[src/rtl/rst_sup_pkg.sv]
package rst_sup_pkg;
  typedef enum logic [2:0] {
    ST_UNDERV   = 3'd0,
    ST_POR      = 3'd1,
    ST_RUN      = 3'd2,
    ST_PULSE_LO = 3'd3,
    ST_PULSE_HI = 3'd4
  } sup_state_e;

  // reset line level that belongs to a state
  function automatic logic state_rst_level(sup_state_e st);
    return (st == ST_RUN) || (st == ST_PULSE_HI);
  endfunction
endpackage

[src/rtl/rst_sup_wdog_sync.sv]
module rst_sup_wdog_sync #(
  parameter int SYNC_STAGES = 2
) (
  input  logic clk,
  input  logic arst_n,
  input  logic wdog_raw,
  output logic fall_o
);
  localparam int LAST = SYNC_STAGES - 1;

  logic [SYNC_STAGES-1:0] sync_q;
  logic                   prev_q;

  // idle level is high (pulled up when undriven)
  always_ff @(posedge clk or negedge arst_n) begin
    if (!arst_n) begin
      sync_q <= '1;
      prev_q <= 1'b1;
    end else begin
      sync_q <= {sync_q[SYNC_STAGES-2:0], wdog_raw};
      prev_q <= sync_q[LAST];
    end
  end

  assign fall_o = prev_q & ~sync_q[LAST];

  AST_FALL_SINGLE: assert property (@(posedge clk) disable iff (!arst_n)
    fall_o |=> !fall_o);
endmodule

[src/rtl/rst_sup_timer.sv]
module rst_sup_timer #(
  parameter int DLY_W = 16
) (
  input  logic             clk,
  input  logic             arst_n,
  input  logic             restart,
  input  logic [DLY_W-1:0] limit_raw,
  output logic             last_o
);
  localparam logic [DLY_W:0] ONE_X = {{DLY_W{1'b0}}, 1'b1};

  // zero is treated as a single cycle
  function automatic logic [DLY_W:0] eff_limit(input logic [DLY_W-1:0] raw);
    return (raw == '0) ? ONE_X : {1'b0, raw};
  endfunction

  logic [DLY_W-1:0] cnt_q;
  logic [DLY_W:0]   cnt_next_x;

  assign cnt_next_x = {1'b0, cnt_q} + ONE_X;
  assign last_o     = cnt_next_x >= eff_limit(limit_raw);

  always_ff @(posedge clk or negedge arst_n) begin
    if (!arst_n)       cnt_q <= '0;
    else if (restart)  cnt_q <= '0;
    else if (!last_o)  cnt_q <= cnt_next_x[DLY_W-1:0];
  end
endmodule

[src/rtl/rst_sup_fsm.sv]
module rst_sup_fsm
  import rst_sup_pkg::*;
(
  input  logic clk,
  input  logic arst_n,
  input  logic sup_lo_ok,
  input  logic sup_hi_ok,
  input  logic wd_fall,
  input  logic tmr_last,
  output logic tmr_restart,
  output logic rst_n_o
);
  sup_state_e st_q, st_d;
  logic       rst_q;

  always_comb begin
    st_d        = st_q;
    tmr_restart = 1'b0;
    if (!sup_lo_ok) begin
      st_d        = ST_UNDERV;
      tmr_restart = 1'b1;
    end else begin
      case (st_q)
        ST_UNDERV: begin
          tmr_restart = 1'b1;
          if (sup_hi_ok) st_d = ST_POR;
        end
        ST_POR: if (tmr_last) begin
          st_d        = ST_RUN;
          tmr_restart = 1'b1;
        end
        ST_RUN: if (wd_fall || tmr_last) begin
          tmr_restart = 1'b1;
          if (!wd_fall) st_d = ST_PULSE_LO;
        end
        ST_PULSE_LO: if (wd_fall) begin
          st_d        = ST_RUN;
          tmr_restart = 1'b1;
        end else if (tmr_last) begin
          st_d        = ST_PULSE_HI;
          tmr_restart = 1'b1;
        end
        ST_PULSE_HI: if (wd_fall) begin
          st_d        = ST_RUN;
          tmr_restart = 1'b1;
        end else if (tmr_last) begin
          st_d        = ST_PULSE_LO;
          tmr_restart = 1'b1;
        end
        default: begin
          st_d        = ST_UNDERV;
          tmr_restart = 1'b1;
        end
      endcase
    end
  end

  always_ff @(posedge clk or negedge arst_n) begin
    if (!arst_n) begin
      st_q  <= ST_UNDERV;
      rst_q <= 1'b0;
    end else begin
      st_q  <= st_d;
      rst_q <= state_rst_level(st_d);
    end
  end

  assign rst_n_o = rst_q;

  AST_UV_FORCES_LOW: assert property (@(posedge clk) disable iff (!arst_n)
    !sup_lo_ok |=> !rst_n_o);
  AST_HYST_HOLD: assert property (@(posedge clk) disable iff (!arst_n)
    (st_q == ST_UNDERV && !sup_hi_ok) |=> !rst_n_o);
  AST_RISE_NEEDS_SUPPLY: assert property (@(posedge clk) disable iff (!arst_n)
    $rose(rst_n_o) |-> $past(sup_lo_ok));
  AST_TIMEOUT_DROP: assert property (@(posedge clk) disable iff (!arst_n)
    (st_q == ST_RUN && tmr_last && !wd_fall && sup_lo_ok) |=> !rst_n_o);
  AST_PULSE_TOGGLE: assert property (@(posedge clk) disable iff (!arst_n)
    ((st_q == ST_PULSE_LO || st_q == ST_PULSE_HI) && tmr_last && !wd_fall && sup_lo_ok)
      |=> (rst_n_o != $past(rst_n_o)));
  AST_KICK_RELEASE: assert property (@(posedge clk) disable iff (!arst_n)
    (st_q == ST_PULSE_LO && wd_fall && sup_lo_ok) |=> rst_n_o);
endmodule

[src/rtl/rst_supervisor.sv]
module rst_supervisor #(
  parameter int DLY_W       = 16,
  parameter int SYNC_STAGES = 2
) (
  input  logic             clk,
  input  logic             por_clr_n,
  input  logic             sup_lo_ok,
  input  logic             sup_hi_ok,
  input  logic             wdog_in,
  input  logic [DLY_W-1:0] delay_cnt,
  output logic             rst_n_out
);
  logic wd_fall;
  logic tmr_last;
  logic tmr_restart;

  rst_sup_wdog_sync #(.SYNC_STAGES(SYNC_STAGES)) u_sync (
    .clk      (clk),
    .arst_n   (por_clr_n),
    .wdog_raw (wdog_in),
    .fall_o   (wd_fall)
  );

  rst_sup_timer #(.DLY_W(DLY_W)) u_timer (
    .clk       (clk),
    .arst_n    (por_clr_n),
    .restart   (tmr_restart),
    .limit_raw (delay_cnt),
    .last_o    (tmr_last)
  );

  rst_sup_fsm u_fsm (
    .clk         (clk),
    .arst_n      (por_clr_n),
    .sup_lo_ok   (sup_lo_ok),
    .sup_hi_ok   (sup_hi_ok),
    .wd_fall     (wd_fall),
    .tmr_last    (tmr_last),
    .tmr_restart (tmr_restart),
    .rst_n_o     (rst_n_out)
  );

  AST_CLEAR_LOW: assert property (@(posedge clk) !por_clr_n |-> !rst_n_out);
endmodule

[config.mk]
export PLATFORM = sky130hd
export DESIGN_NAME = rst_supervisor
export DESIGN_NICKNAME = d
export VERILOG_FILES = /design/src/rtl/rst_sup_pkg.sv /design/src/rtl/rst_sup_wdog_sync.sv /design/src/rtl/rst_sup_timer.sv /design/src/rtl/rst_sup_fsm.sv /design/src/rtl/rst_supervisor.sv
export SDC_FILE = /design/constraint.sdc
export NUM_CORES = 1
export LEC_CHECK = 0
export ABC_AREA = 1
export BUFFER_PORTS_ARGS = -buffer_cell sky130_fd_sc_hd__clkbuf_2
export CAP_MARGIN = 20
export CELL_PAD_IN_SITES_DETAIL_PLACEMENT = 0
export CELL_PAD_IN_SITES_GLOBAL_PLACEMENT = 1
export CORE_ASPECT_RATIO = 0.8
export CORE_MARGIN = 2
export CORE_UTILIZATION = 40
export CTS_CLUSTER_DIAMETER = 30
export DETAILED_ROUTE_END_ITERATION = 8
export GPL_TIMING_DRIVEN = 0
export PLACE_DENSITY_LB_ADDON = 0.15
export SLEW_MARGIN = 30
export SYNTH_ARGS = -nofsm -noshare
export SYNTH_HDL_FRONTEND = slang
export SYNTH_SLANG_ARGS = --single-unit
[constraint.sdc]
create_clock -name clk -period 4.2 [get_ports clk]
set_input_delay 0.42 -clock clk [delete_from_list [all_inputs] [get_ports clk]]
set_output_delay 0.42 -clock clk [all_outputs]
set_load 0.1 [all_outputs]
==> run_results.csv <==
group,metric,value,unit
timing,relSlewSlack,61.52,%
grt,grt_pass1_vias,1372,
floorplanning,dieArea,4911,um2
clock_tree,hold_buffers,0,
routing,via_per_inst,4.552,
worst_setup_path,path_common_cell,"nand2_1",
timing,hold_viol,0,
worst_setup_path,slowest_stage,"nor3b_1",
worst_setup_path,slowest_delay,470,ps
routing,ant_nets,0,
synth,synthMuxAreaShare,0,%
clock_tree,path_clk_slew,80,ps
synth,synth_commonest_cells,"55 x inv_1, 46 x nand2_1, 20 x dfrtp_1, 20 x nor2_1, 17 x ha_1",
synth,synth_top_family_by_area,"simple AND/OR/NAND/NOR gates",
timing,finalMaxSlewViolations,0,
routing,drc,0,
worst_setup_path,crit_path_max_fanout,10,
synth,synth-seq-area-share,33.19,%
timing,period_minus_slack,3636,ps
grt,grt_max_degree,24,
synth,synthCells,235,
cells_and_area,fillers,454,
clock_tree,cts_made_buffers,3,
timing,finClkSkew,2.342,ps
place,place.port_buffers,21,
grt,grt_pass1_wl,6072,um
timing,setup_viol,0,
grt,antenna_found_initial,0,
synth,ys_warn_count,0,
synth,synth-xor-area-share,6.523,%
synth,ys_types,28,
min_path,holdCritPathClass,"primary input to asynchronous set/reset pin",
timing,timing.setup.tns,0,ps
routing,avgRoutedWirePerCell,10.75,um
synth,avgSynthCellArea,7.427,um2
synth,synth-async-reset-ratio,100.0,%
routing,wirelength,3408,um
clock_tree,ctsResizeCount,0,
cells_and_area,fin_util,47.08,%
timing,finalWorstSetupSlack,564.0,ps
clock_tree,cts_buffer_depth,2,
clock_tree,post-cts-setup-buffer-count,0,
timing,rsz0062_at_grt,"no",
pwr,cellPowerDensity,209.6,nW/um2
grt,grt_util_all_layers,15.58,%
place,pre_cts_slack,612.8,ps
clock_tree,clock_latency,260,ps
worst_setup_path,end_kind,"register",
worst_setup_path,crit_required,4400,ps
synth,syn_area,1745,um2
timing,worst_pin_slew,577.3,ps
synth,yosys.area_share.simple,30.61,%
synth,synth_edf_count,0,
timing,period_share,86.57,%
clock_tree,ctsHtreeMaxLevel,1,
synth,synth_top_flop_cell,"dfrtp_1",
timing,maxClockFrequency,275.0,MHz
flow_run,max_cap_violations,0,
synth,yosysMostFrequentCell,"inv_1",
clock_tree,cts_tree,"yes",
cells_and_area,nNetsFinal,299,
synth,synth.top_cell.area_share,28.67,%
run_status,status,"complete, no violations",
synth,yosysTopAreaCell,"dfrtp_1",
floorplanning,die_w,77.86,um
cells_and_area,n_antenna_cell,0,
worst_setup_path,arrival,3840,ps
worst_setup_path,worstSetupPathType,"register to register",
worst_setup_path,start_kind,"register",
routing,drt-initial-drc-count,47,
synth,synth-compound-area-share,5.018,%
worst_setup_path,path_delay_family,"simple AND/OR/NAND/NOR gates",
pwr,p_leak,1.105,nW
synth,synthAdderAreaFrac,12.19,%
clock_tree,cts_sinks,23,
cells_and_area,drive_gt1_share,18.85,%
synth,ys_seq_elements,23,
floorplanning,coreArea,4178,um2
floorplanning,fp.dieH,63.09,um
floorplanning,row_count,21,
clock_tree,cts_root_buf,"clkbuf_8",
place,gp_congestion,0.8385,
grt,grt_overflow,0,
place,hpwl,2849,um
worst_setup_path,path_cells,"ha_1 > nand2_1 > nor3_1 > nor3b_1 > nand2_1 > xor2_1 > ha_1 > nand2_1 > nand2_1 > a21oi_1 > o21ai_0 > nor2_1 > nand2_2 > a21oi_2 > nand2_2 > buf_6 > nor2_2",
floorplanning,start_util,41.78,%
synth,syn_nets,273,
cells_and_area,syn2layout_area_growth,12.69,%
worst_setup_path,path_buf_inv,1,
routing,first_pass_iters,4,
pwr,ir_drop,0.1007,mV
synth,synth_area_leaders,"dfrtp_1 29%, ha_1 12%, inv_1 12%",
routing,via_count,1443,
floorplanning,ioPinCount,22,
==> area by class of cell <==
type                    count  area [um2]  area share, %
plain buffers               1       11.26         0.5725
clock buffers               4       45.04          2.290
inverters                  55       206.4          10.50
multi-input cells         156       948.4          48.22
flip-flops and latches     23       579.3          29.45
well taps                  57       71.32          3.626
repair buffers             21       105.1          5.344
==> kinds of logic (layout without fill, tap and decap cells) <==
| group | count (synthesis) | count (layout) |
|---|---|---|
| AND/OR/NAND/NOR | 112 | 112 |
| AO/OA/AOI/OAI | 14 | 14 |
| XOR/XNOR | 13 | 13 |
| buffers and inverters | 56 | 81 |
| flip-flops | 23 | 23 |
| adder cells (fa/ha/maj) | 17 | 17 |
==> metrics by stage <==
step,total power [mW],instance area (um2),cells,hold WS (ps)
2_1_floorplan,0.2585,1745,235,124.4
3_3_place_gp,0.2814,1922,313,353.2
3_5_place_dp,0.2817,1922,313,356.7
4_1_cts,0.4197,1967,317,158.1
5_1_grt,0.4349,1967,317,172.5
6_report,0.4123,1967,317,137.8
==> sequential cells by signal, summed over array words and instances, names as in the netlist <==
register and cells:
u_fsm.rst_n_o 1, u_sync.prev_q 1, u_timer.cnt_q 16, u_sync.sync_q 2, u_fsm.st_q 3
==> worst paths after layout <==
check,endpoint,start,depth (start not counted),slack (ps)
worst min-delay path,u_timer.cnt_q[6],por_clr_n,1,140
worst min register to register,u_sync.sync_q[1],u_sync.sync_q[0],0,360
max in group asynchronous,u_timer.cnt_q[15],por_clr_n,1,3680
min in group clk,u_sync.sync_q[0],wdog_in,1,230
worst max-delay path,u_timer.cnt_q[1],u_timer.cnt_q[0],17,560
worst max register to register,u_timer.cnt_q[1],u_timer.cnt_q[0],17,560
==> per-layer routing <==
layer  GRT usage (%)  part of all wire [%]  vias to the layer above
li1                -                     -                      776
met2           24.14                    41                       29
met1           22.74                    54                      634
met5               0                     0                        -
met3           2.722                   4.2                        4
met4           3.348                  0.94                        0
==> where the power goes <==
group          internal, mW  switching, mW
Clock                0.0677         0.0687
Sequential            0.225        0.00199
Combinational        0.0186         0.0299
==> cells in the final DEF (no fill, tap or decap) <==
master	Yosys	routed
a21oi_1	6	6
nor2_2	12	12
and2_1	1	1
dfrtp_1	20	20
nor2_1	20	20
a21o_1	1	1
clkbuf_1	0	1
nand3_2	1	1
a31oi_1	1	1
clkbuf_8	0	3
o21ai_2	1	1
buf_6	1	1
xor2_1	12	12
a41o_1	1	1
a21oi_2	1	1
nand2_2	5	5
nor3_4	1	1
ha_1	17	17
inv_1	55	55
nand3_1	8	8
o21ai_0	2	2
nor4_1	4	4
nor3_1	7	7
nand3b_1	1	1
nand2_1	46	46
nor3b_1	2	2
nand4_1	4	4
xnor2_1	1	1
dfstp_2	3	3
o22ai_1	1	1
clkbuf_2	0	21
Note: power is estimated with default switching activity, not from simulation.
